$ cat src/rtl/i2c_tim_pkg.sv
package i2c_tim_pkg;

    localparam int TW = 10;
    typedef logic [TW-1:0] tcnt_t;

    typedef struct packed {
        tcnt_t half;
        tcnt_t sda_hold;
        tcnt_t start_hold;
        tcnt_t stop_setup;
    } bus_tim_t;

    typedef enum logic [2:0] {
        ST_IDLE,
        ST_START,
        ST_HELD,
        ST_LOW,
        ST_HIGH,
        ST_STOP_LOW,
        ST_STOP_SETUP
    } seq_st_e;

    typedef struct packed {
        seq_st_e st;
        tcnt_t   cnt;
        logic    bval;
        logic    scl_oe;
        logic    sda_oe;
        logic    done;
    } seq_t;

    function automatic bus_tim_t decode_tim(input logic [7:0] code);
        int mul, sclt, sdat, step, s2t, s2a, s2p;
        bus_tim_t r;
        case (code[7:6])
            2'b00:   mul = 1;
            2'b01:   mul = 2;
            default: mul = 4;
        endcase
        case (code[2:0])
            3'd0: begin sclt = 5;  sdat = 1; end
            3'd1: begin sclt = 6;  sdat = 1; end
            3'd2: begin sclt = 7;  sdat = 2; end
            3'd3: begin sclt = 8;  sdat = 2; end
            3'd4: begin sclt = 9;  sdat = 3; end
            3'd5: begin sclt = 10; sdat = 3; end
            3'd6: begin sclt = 12; sdat = 4; end
            default: begin sclt = 15; sdat = 4; end
        endcase
        case (code[5:4])
            2'd0: begin step = 1; s2t = 4;  s2a = 2;  s2p = 7;  end
            2'd1: begin step = 2; s2t = 6;  s2a = 2;  s2p = 9;  end
            2'd2: begin step = 4; s2t = 14; s2a = 6;  s2p = 17; end
            default: begin step = 8; s2t = 30; s2a = 14; s2p = 33; end
        endcase
        r.half       = tcnt_t'(mul * (s2t + (sclt - 1) * step + 2));
        r.sda_hold   = tcnt_t'(mul * (s2t + (sdat - 1) * step + 3));
        r.start_hold = tcnt_t'(mul * (s2a + (sclt - 1) * step));
        r.stop_setup = tcnt_t'(mul * (s2p + (sclt - 1) * step));
        return r;
    endfunction

endpackage

$ cat src/rtl/i2c_tim_decode.sv
module i2c_tim_decode
    import i2c_tim_pkg::*;
(
    input  logic [7:0] div_code,
    output bus_tim_t   tim
);

    always_comb begin
        tim = decode_tim(div_code);
    end

    // The SDA change point must fall inside the low half of SCL.
    always_comb begin
        AST_HOLD_INSIDE_LOW: assert (tim.sda_hold < tim.half);
    end

endmodule

$ cat src/rtl/i2c_line_sync.sv
module i2c_line_sync #(
    parameter int   STAGES  = 2,
    parameter logic RST_VAL = 1'b1
) (
    input  logic clk,
    input  logic rst_n,
    input  logic line_i,
    output logic line_o
);

    logic [STAGES-1:0] sh_d, sh_q;

    generate
        if (STAGES == 1) begin : g_single
            always_comb sh_d = line_i;
        end else begin : g_chain
            always_comb sh_d = {sh_q[STAGES-2:0], line_i};
        end
    endgenerate

    always_ff @(posedge clk or negedge rst_n) begin
        if (!rst_n) sh_q <= {STAGES{RST_VAL}};
        else        sh_q <= sh_d;
    end

    assign line_o = sh_q[STAGES-1];

endmodule

$ cat src/rtl/i2c_mstr_timing.sv
module i2c_mstr_timing
    import i2c_tim_pkg::*;
#(
    parameter int SYNC_STAGES = 2
) (
    input  logic       clk,
    input  logic       rst_n,
    input  logic [7:0] div_code,
    input  logic       start_req,
    input  logic       bit_req,
    input  logic       bit_val,
    input  logic       stop_req,
    input  logic       scl_in,
    input  logic       sda_in,
    output logic       scl_oe,
    output logic       sda_oe,
    output logic       done
);

    localparam tcnt_t LAT     = tcnt_t'(SYNC_STAGES);
    localparam tcnt_t ONE     = tcnt_t'(1);
    localparam seq_t  SEQ_RST = '{st: ST_IDLE, cnt: '0, bval: 1'b0,
                                  scl_oe: 1'b0, sda_oe: 1'b0, done: 1'b0};

    bus_tim_t tim;
    logic     scl_s, sda_s;
    logic     adv_hi, adv_st;
    seq_t     seq_d, seq_q;

    i2c_tim_decode u_dec (
        .div_code (div_code),
        .tim      (tim)
    );

    i2c_line_sync #(.STAGES(SYNC_STAGES), .RST_VAL(1'b1)) u_scl_sync (
        .clk    (clk),
        .rst_n  (rst_n),
        .line_i (scl_in),
        .line_o (scl_s)
    );

    i2c_line_sync #(.STAGES(SYNC_STAGES), .RST_VAL(1'b1)) u_sda_sync (
        .clk    (clk),
        .rst_n  (rst_n),
        .line_i (sda_in),
        .line_o (sda_s)
    );

    // Free-run over the synchroniser latency, then follow the sensed pad.
    assign adv_hi = (seq_q.cnt < LAT) || scl_s;
    assign adv_st = (seq_q.cnt < LAT) || !sda_s;

    always_comb begin
        seq_d      = seq_q;
        seq_d.done = 1'b0;
        case (seq_q.st)
            ST_IDLE: begin
                if (start_req) begin
                    seq_d.st     = ST_START;
                    seq_d.cnt    = '0;
                    seq_d.sda_oe = 1'b1;
                end
            end
            ST_START: begin
                if (adv_st) begin
                    if (seq_q.cnt == tim.start_hold - ONE) begin
                        seq_d.st     = ST_HELD;
                        seq_d.cnt    = '0;
                        seq_d.scl_oe = 1'b1;
                        seq_d.done   = 1'b1;
                    end else begin
                        seq_d.cnt = seq_q.cnt + ONE;
                    end
                end
            end
            ST_HELD: begin
                if (stop_req) begin
                    seq_d.st  = ST_STOP_LOW;
                    seq_d.cnt = '0;
                end else if (bit_req) begin
                    seq_d.st   = ST_LOW;
                    seq_d.cnt  = '0;
                    seq_d.bval = bit_val;
                end
            end
            ST_LOW, ST_STOP_LOW: begin
                seq_d.cnt = seq_q.cnt + ONE;
                if (seq_q.cnt == tim.sda_hold - ONE) begin
                    seq_d.sda_oe = (seq_q.st == ST_LOW) ? !seq_q.bval : 1'b1;
                end
                if (seq_q.cnt == tim.half - ONE) begin
                    seq_d.st     = (seq_q.st == ST_LOW) ? ST_HIGH : ST_STOP_SETUP;
                    seq_d.cnt    = '0;
                    seq_d.scl_oe = 1'b0;
                end
            end
            ST_HIGH: begin
                if (adv_hi) begin
                    if (seq_q.cnt == tim.half - ONE) begin
                        seq_d.st     = ST_HELD;
                        seq_d.cnt    = '0;
                        seq_d.scl_oe = 1'b1;
                        seq_d.done   = 1'b1;
                    end else begin
                        seq_d.cnt = seq_q.cnt + ONE;
                    end
                end
            end
            ST_STOP_SETUP: begin
                if (adv_hi) begin
                    if (seq_q.cnt == tim.stop_setup - ONE) begin
                        seq_d.st     = ST_IDLE;
                        seq_d.cnt    = '0;
                        seq_d.sda_oe = 1'b0;
                        seq_d.done   = 1'b1;
                    end else begin
                        seq_d.cnt = seq_q.cnt + ONE;
                    end
                end
            end
            default: seq_d = SEQ_RST;
        endcase
    end

    always_ff @(posedge clk or negedge rst_n) begin
        if (!rst_n) seq_q <= SEQ_RST;
        else        seq_q <= seq_d;
    end

    assign scl_oe = seq_q.scl_oe;
    assign sda_oe = seq_q.sda_oe;
    assign done   = seq_q.done;

    AST_IDLE_LINES_FREE: assert property (@(posedge clk) disable iff (!rst_n)
        (seq_q.st == ST_IDLE) |-> (!scl_oe && !sda_oe));
    AST_HELD_CLOCK_LOW: assert property (@(posedge clk) disable iff (!rst_n)
        (seq_q.st == ST_HELD) |-> scl_oe);
    AST_CNT_IN_LOW_HALF: assert property (@(posedge clk) disable iff (!rst_n)
        (seq_q.st == ST_LOW || seq_q.st == ST_STOP_LOW) |-> (seq_q.cnt < tim.half));
    AST_FALL_AFTER_SENSE: assert property (@(posedge clk) disable iff (!rst_n)
        ($rose(scl_oe) && $past(seq_q.st) == ST_HIGH) |-> $past(scl_s));
    AST_DONE_PULSE: assert property (@(posedge clk) disable iff (!rst_n)
        done |=> !done);
    AST_SDA_FROZEN_HIGH: assert property (@(posedge clk) disable iff (!rst_n)
        (seq_q.st == ST_HIGH) |=> $stable(sda_oe));

endmodule

$ cat config.mk
export PLATFORM = sky130hd
export DESIGN_NAME = i2c_mstr_timing
export DESIGN_NICKNAME = d
export VERILOG_FILES = /design/src/rtl/i2c_tim_pkg.sv /design/src/rtl/i2c_tim_decode.sv /design/src/rtl/i2c_line_sync.sv /design/src/rtl/i2c_mstr_timing.sv
export SDC_FILE = /design/constraint.sdc
export NUM_CORES = 1
export LEC_CHECK = 0
export BUFFER_PORTS_ARGS = -buffer_cell sky130_fd_sc_hd__clkbuf_2
export CAP_MARGIN = 20
export CORE_UTILIZATION = 55
export CTS_BUF_LIST = sky130_fd_sc_hd__clkbuf_8
export CTS_CLUSTER_SIZE = 25
export DETAILED_ROUTE_END_ITERATION = 12
export PLACE_DENSITY_LB_ADDON = 0.15
export SETUP_SLACK_MARGIN = 0.4
export SYNTH_ARGS = -nofsm -noshare
export SYNTH_HDL_FRONTEND = slang
export SYNTH_SLANG_ARGS = --single-unit
$ cat constraint.sdc
create_clock -name clk -period 6.4 [get_ports clk]
set_input_delay 0.32 -clock clk [delete_from_list [all_inputs] [get_ports clk]]
set_output_delay 0.32 -clock clk [all_outputs]
set_load 0.01 [all_outputs]
Word level (Yosys, flattened, before mapping). Cells that the tools add are included.

Register bits: 21. Word-level logic and storage cells: 124. Output and inout port bits: 3. Bits of input ports: 16.

Equal/unequal tests: 31. Order comparisons: 1. Multiply operators: 6. Multiplexer cells: 41. Add/sub/neg operators: 13. Bitwise operators: 3. Reduce and logical (&&, ||, !) cells: 21.

Operators by type and width (number): $mul A4 B32 Y10 (4); $mux W13 (6); $pmux W13 S6 (1); $add A32 B3 Y32 const B (2); $add A6 B32 Y32 (2); $eq A10 B10 Y1 (4); $sub A10 B1 Y10 const B (4); $add A5 B32 Y32 (1); $add A7 B32 Y32 (1); $mul A32 B5 Y32 (1); $mux W10 (3); $pmux W4 S7 (1); $ne A2 B2 Y1 const B (11); $eq A3 B3 Y1 const B (6); $pmux W6 S3 (1); $pmux W5 S3 (1); $mux W14 (1); $mux W1 (13); $eq A3 B2 Y1 const B (4); $pmux W4 S3 (1); $add A10 B1 Y10 const B (1); $lt A10 B2 Y1 const B (1); $mul A5 B5 Y10 (1); $reduce_and A5 Y1 (2); other kinds (25) (43).

Longest topological paths before layout.
Depth in word-level cells: 12. Depth in mapped cells: 36. Mapped depth without buffers: 36.

Hierarchy. A second synthesis with hierarchy kept.

Cells, all modules: 1058. Area total of the unflattened synthesis: 8154.1 sq um.

By module, submodules not included: i2c_tim_decode (sequential area each 0.0 sq um, instances 1, area an instance 5636.7 sq um, cells each 728); i2c_mstr_timing (sequential area each 425.4 sq um, instances 1, area an instance 2412.3 sq um, cells each 326); i2c_line_sync (sequential area each 52.6 sq um, instances 2, area an instance 52.6 sq um, cells each 2).

Worst setup path after synthesis. No wires, ideal clock.

Path kind: input -> register. Start: input port div_code[2]. End: register seq_q (netlist bit scl_oe). Library setup time: 0.126 ns. Arrival: 8.347 ns. Slack: -2.073 ns. Cell stages on the path: 36. Cell sequence: and3b_1 nor2_1 inv_1 ha_1 xnor2_1 nor2_1 ha_1 inv_1 fa_1 inv_1 fa_1 ha_1 xor2_1 inv_1 ha_1 ha_1 a211oi_1 a21o_1 a2111oi_4 xor2_2 and2_2 fa_1 inv_1 fa_1 inv_1 ha_1 xnor2_1 nor3_1 a21oi_1 o221ai_1 a2111oi_2 or3b_1 mux2i_2 o21a_1 mux2i_1 o22ai_1.

Cells in the longest elaborated chain, start to end: 11. Elaborated cells between the ends (all ways): 23. Classes of those cells: add/sub (6); mul (3); eq/ne (11); mux (1); reduce/logical (2).

RTL lines: from (decl) (line i2c_mstr_timing.sv:8) `input logic [7:0] div_code,`; $eq A3 B3 Y1, or another cell as far along (line i2c_tim_pkg.sv:40) `case (code[2:0])`; $pmux W4 S7 (*) (line i2c_tim_pkg.sv:40); $sub A4 B1 Y5 (*) (line i2c_tim_pkg.sv:56, i2c_tim_pkg.sv:58); $mul A5 B5 Y10 (*) (line i2c_tim_pkg.sv:56, i2c_tim_pkg.sv:58); $add A6 B32 Y32 (line i2c_tim_pkg.sv:56) `r.half = tcnt_t'(mul * (s2t + (sclt - 1) * step + 2));`; $add A32 B3 Y32 (line i2c_tim_pkg.sv:56); $mul A4 B32 Y10 (line i2c_tim_pkg.sv:56); $sub A10 B1 Y10 (line i2c_mstr_timing.sv:91, i2c_mstr_timing.sv:99); $eq A10 B10 Y1 (line i2c_mstr_timing.sv:91, i2c_mstr_timing.sv:99); $ne A2 B2 Y1 (no source line); $reduce_and A6 Y1 (no source line) (*); to (signal assigned) (line i2c_mstr_timing.sv:127) `else seq_q <= seq_d;`; to (decl) (line i2c_mstr_timing.sv:28) `seq_t seq_d, seq_q;`.

Mark *: on every way between the ends. The rest lies on a longest branch, timed or not. A chain may end at the register's enable or synchronous reset.

Worst setup path after layout.
Start: input port div_code[1]. End: register seq_q (netlist bit scl_oe).

Same word-level chain as after synthesis.

==> reports/metrics.csv <==
metric,value,unit
grt_usage,0.274,
pwr_density_cell,487,nW/um^2
overflow,0,
p_leak,5.10,nW
power,4.94,mW
max_slew_margin,0.577,
outcome,finished with violations,
synth-edff-count,0,
hold_buffers,0,
syn_inst,973,
synth-async-reset-ratio,1.00,
cts.clk_slew.worst_paths,80,ps
rows,43,
ir_drop,0.604,mV
fin_crit_sh,1.18,
violations,setup timing,
worst_slew_pin_slew,635,ps
rsz0062_at_grt,yes,
coreArea,13900,sq um
start_util,0.565,
gp_congestion,0.860,
clkLatencyLatePin,260,ps
grt_max_degree,29,
area_growth,28.8,%
max_freq,132,MHz
firstDrtPassIters,4,
num_io_pins,19,
setup_slack,-1160,ps
vias,7222,
cpPeakStageDelay,530,ps
root_buffer,clkbuf_8,
antenna_found_initial,0,
maxCapViolations,0,
synth_warnings,0,
synth-seq-cells,21,
drive_gt1_frac,0.275,
grt_first_pass_wirelength,32900,um
viasPerCell,5.38,
maxSlewViolCount,0,
synth_area_per_cell,8.09,sq um
skew,7.95,ps
endpoint_kind,flip-flop,
arrival,7710,ps
period_minus_slack,7560,ps
critPathLaunchType,input pin,
diodes,0,
cts_tree,done,
dp_hpwl,15800,um
dieWidth,122,um
wl,19500,um
hold_viol_final,0,
final_util,0.727,
h-tree-depth,1,
synth_cell_type_count,85,
clkSinkCount,21,
crit_type,in2reg,
synth_area,7870,sq um
setup_viol,16,
clockBufferDepth,2,
first_iter_violations,469,
post-place-ws,-1680,ps
dieArea,14800,sq um
cp_slowest_cell,fa_1,
fin_nets,1352,
critical_path_peak_fanout,7,
numCtsBuffers,3,
grt_pass1_vias,7211,
yosysSeqAreaShare,0.0674,
route.antenna.remaining_nets,0,
wl_per_cell,14.5,um
tns,-17510,ps
worst-endpoint-required,6550,ps
die_h,122,um
most-common-layout-cells,"buf_4, inv_1, nand2_1",
mostFrequentLayoutCell,buf_4,
port_buffers,17,
hp-class,in2async,
synthFlopType,dfrtp_1,
drc_errors,0,
state kept, by name, indices dropped and copies added (netlist names):
register and cells:
scl_oe 1, done 1, u_scl_sync.sh_q 2, sda_oe 1
u_sda_sync.sh_q 2, seq_q 14
per-layer routing:
layer  global-route usage  share of wire  up-vias
li1                     -              -     3573
met1                0.366           0.45     3468
met2                0.492           0.50      161
met3               0.0178          0.040       20
met4               0.0448          0.016        0
met5                    0              0        -
kinds of logic (layout without fill, tap and decap cells):
group	Yosys count	in the layout	synth area share
compound gates	173	173	0.158
xor+xnor	103	103	0.122
fa+ha+maj	172	172	0.350
buf+inv	188	359	0.0971
flops	21	21	0.0674
mux	8	8	0.0107
other cells	2	21	0.000954
simple gates	306	306	0.194
timing repair:
item	CTS	global route
setup buffers	7	8
resized for setup	32	49
pin swaps	18	35
endpoints found under the setup margin	16	16
hold endpoints to repair	0	0
path summary, 6_finish.rpt:
kind                       depth (start not counted)            endpoint  slack, ps                from
max reg2reg                                       12              scl_oe       3220           seq_q[10]
min reg2reg                                        0  u_sda_sync.sh_q[1]        360  u_sda_sync.sh_q[0]
min in group clk                                   1  u_scl_sync.sh_q[0]        140              scl_in
max in group asynchronous                          1  u_sda_sync.sh_q[0]       5990               rst_n
max                                               38              scl_oe      -1160         div_code[1]
min                                                1           seq_q[15]         30               rst_n
synth_stat cells, drive strengths merged, types with 11 or more instances:
cell | number | share of area
a21o | 24 | 0.023
a21oi | 34 | 0.024
and2 | 30 | 0.024
clkbuf | 23 | 0.017
dfrtp | 17 | 0.054
fa | 80 | 0.20
ha | 92 | 0.15
inv | 160 | 0.076
nand2 | 99 | 0.048
nand2b | 18 | 0.014
nand3 | 11 | 0.0070
nor2 | 69 | 0.034
nor2b | 17 | 0.014
nor3 | 17 | 0.011
o211ai | 12 | 0.012
o21ai | 29 | 0.018
xnor2 | 71 | 0.080
xor2 | 29 | 0.033
report_power, final:
group | switching (mW) | leakage [nW] | internal (mW) | total [mW]
clock | 0.0420 | 0.0269 | 0.0427 | 0.0847
combinational | 2.25 | 4.81 | 2.39 | 4.63
sequential | 0.0669 | 0.257 | 0.154 | 0.221
total | 2.36 | 5.10 | 2.58 | 4.94
area by class of cell:
class | count | area [sq um]
flip-flops and latches | 21 | 531
fillers | 1105 | 3800
multi-input cells | 783 | 7260
well taps | 180 | 225
inverters | 161 | 604
clock inverters | 1 | 3.75
clock buffers | 3 | 41.3
repair buffers | 194 | 1470
through the flow:
step                      cells  hold WS (ps)  instance area, sq um
after floorplan             992          24.4                  8190
after global placement     1323           315                  9560
after detailed placement   1323           319                  9560
after CTS                  1334          35.8                  9830
after global routing       1343          62.5                 10100
final                      1343          28.5                 10100
critical path, delay by kind of cell:
family	cells	cell delay [ps]
simple gates	6	1080
mux	2	360
buf+inv	8	550
xor+xnor	4	550
compound gates	8	1260
fa+ha+maj	10	3580
Power figures use the tool's default switching activity.
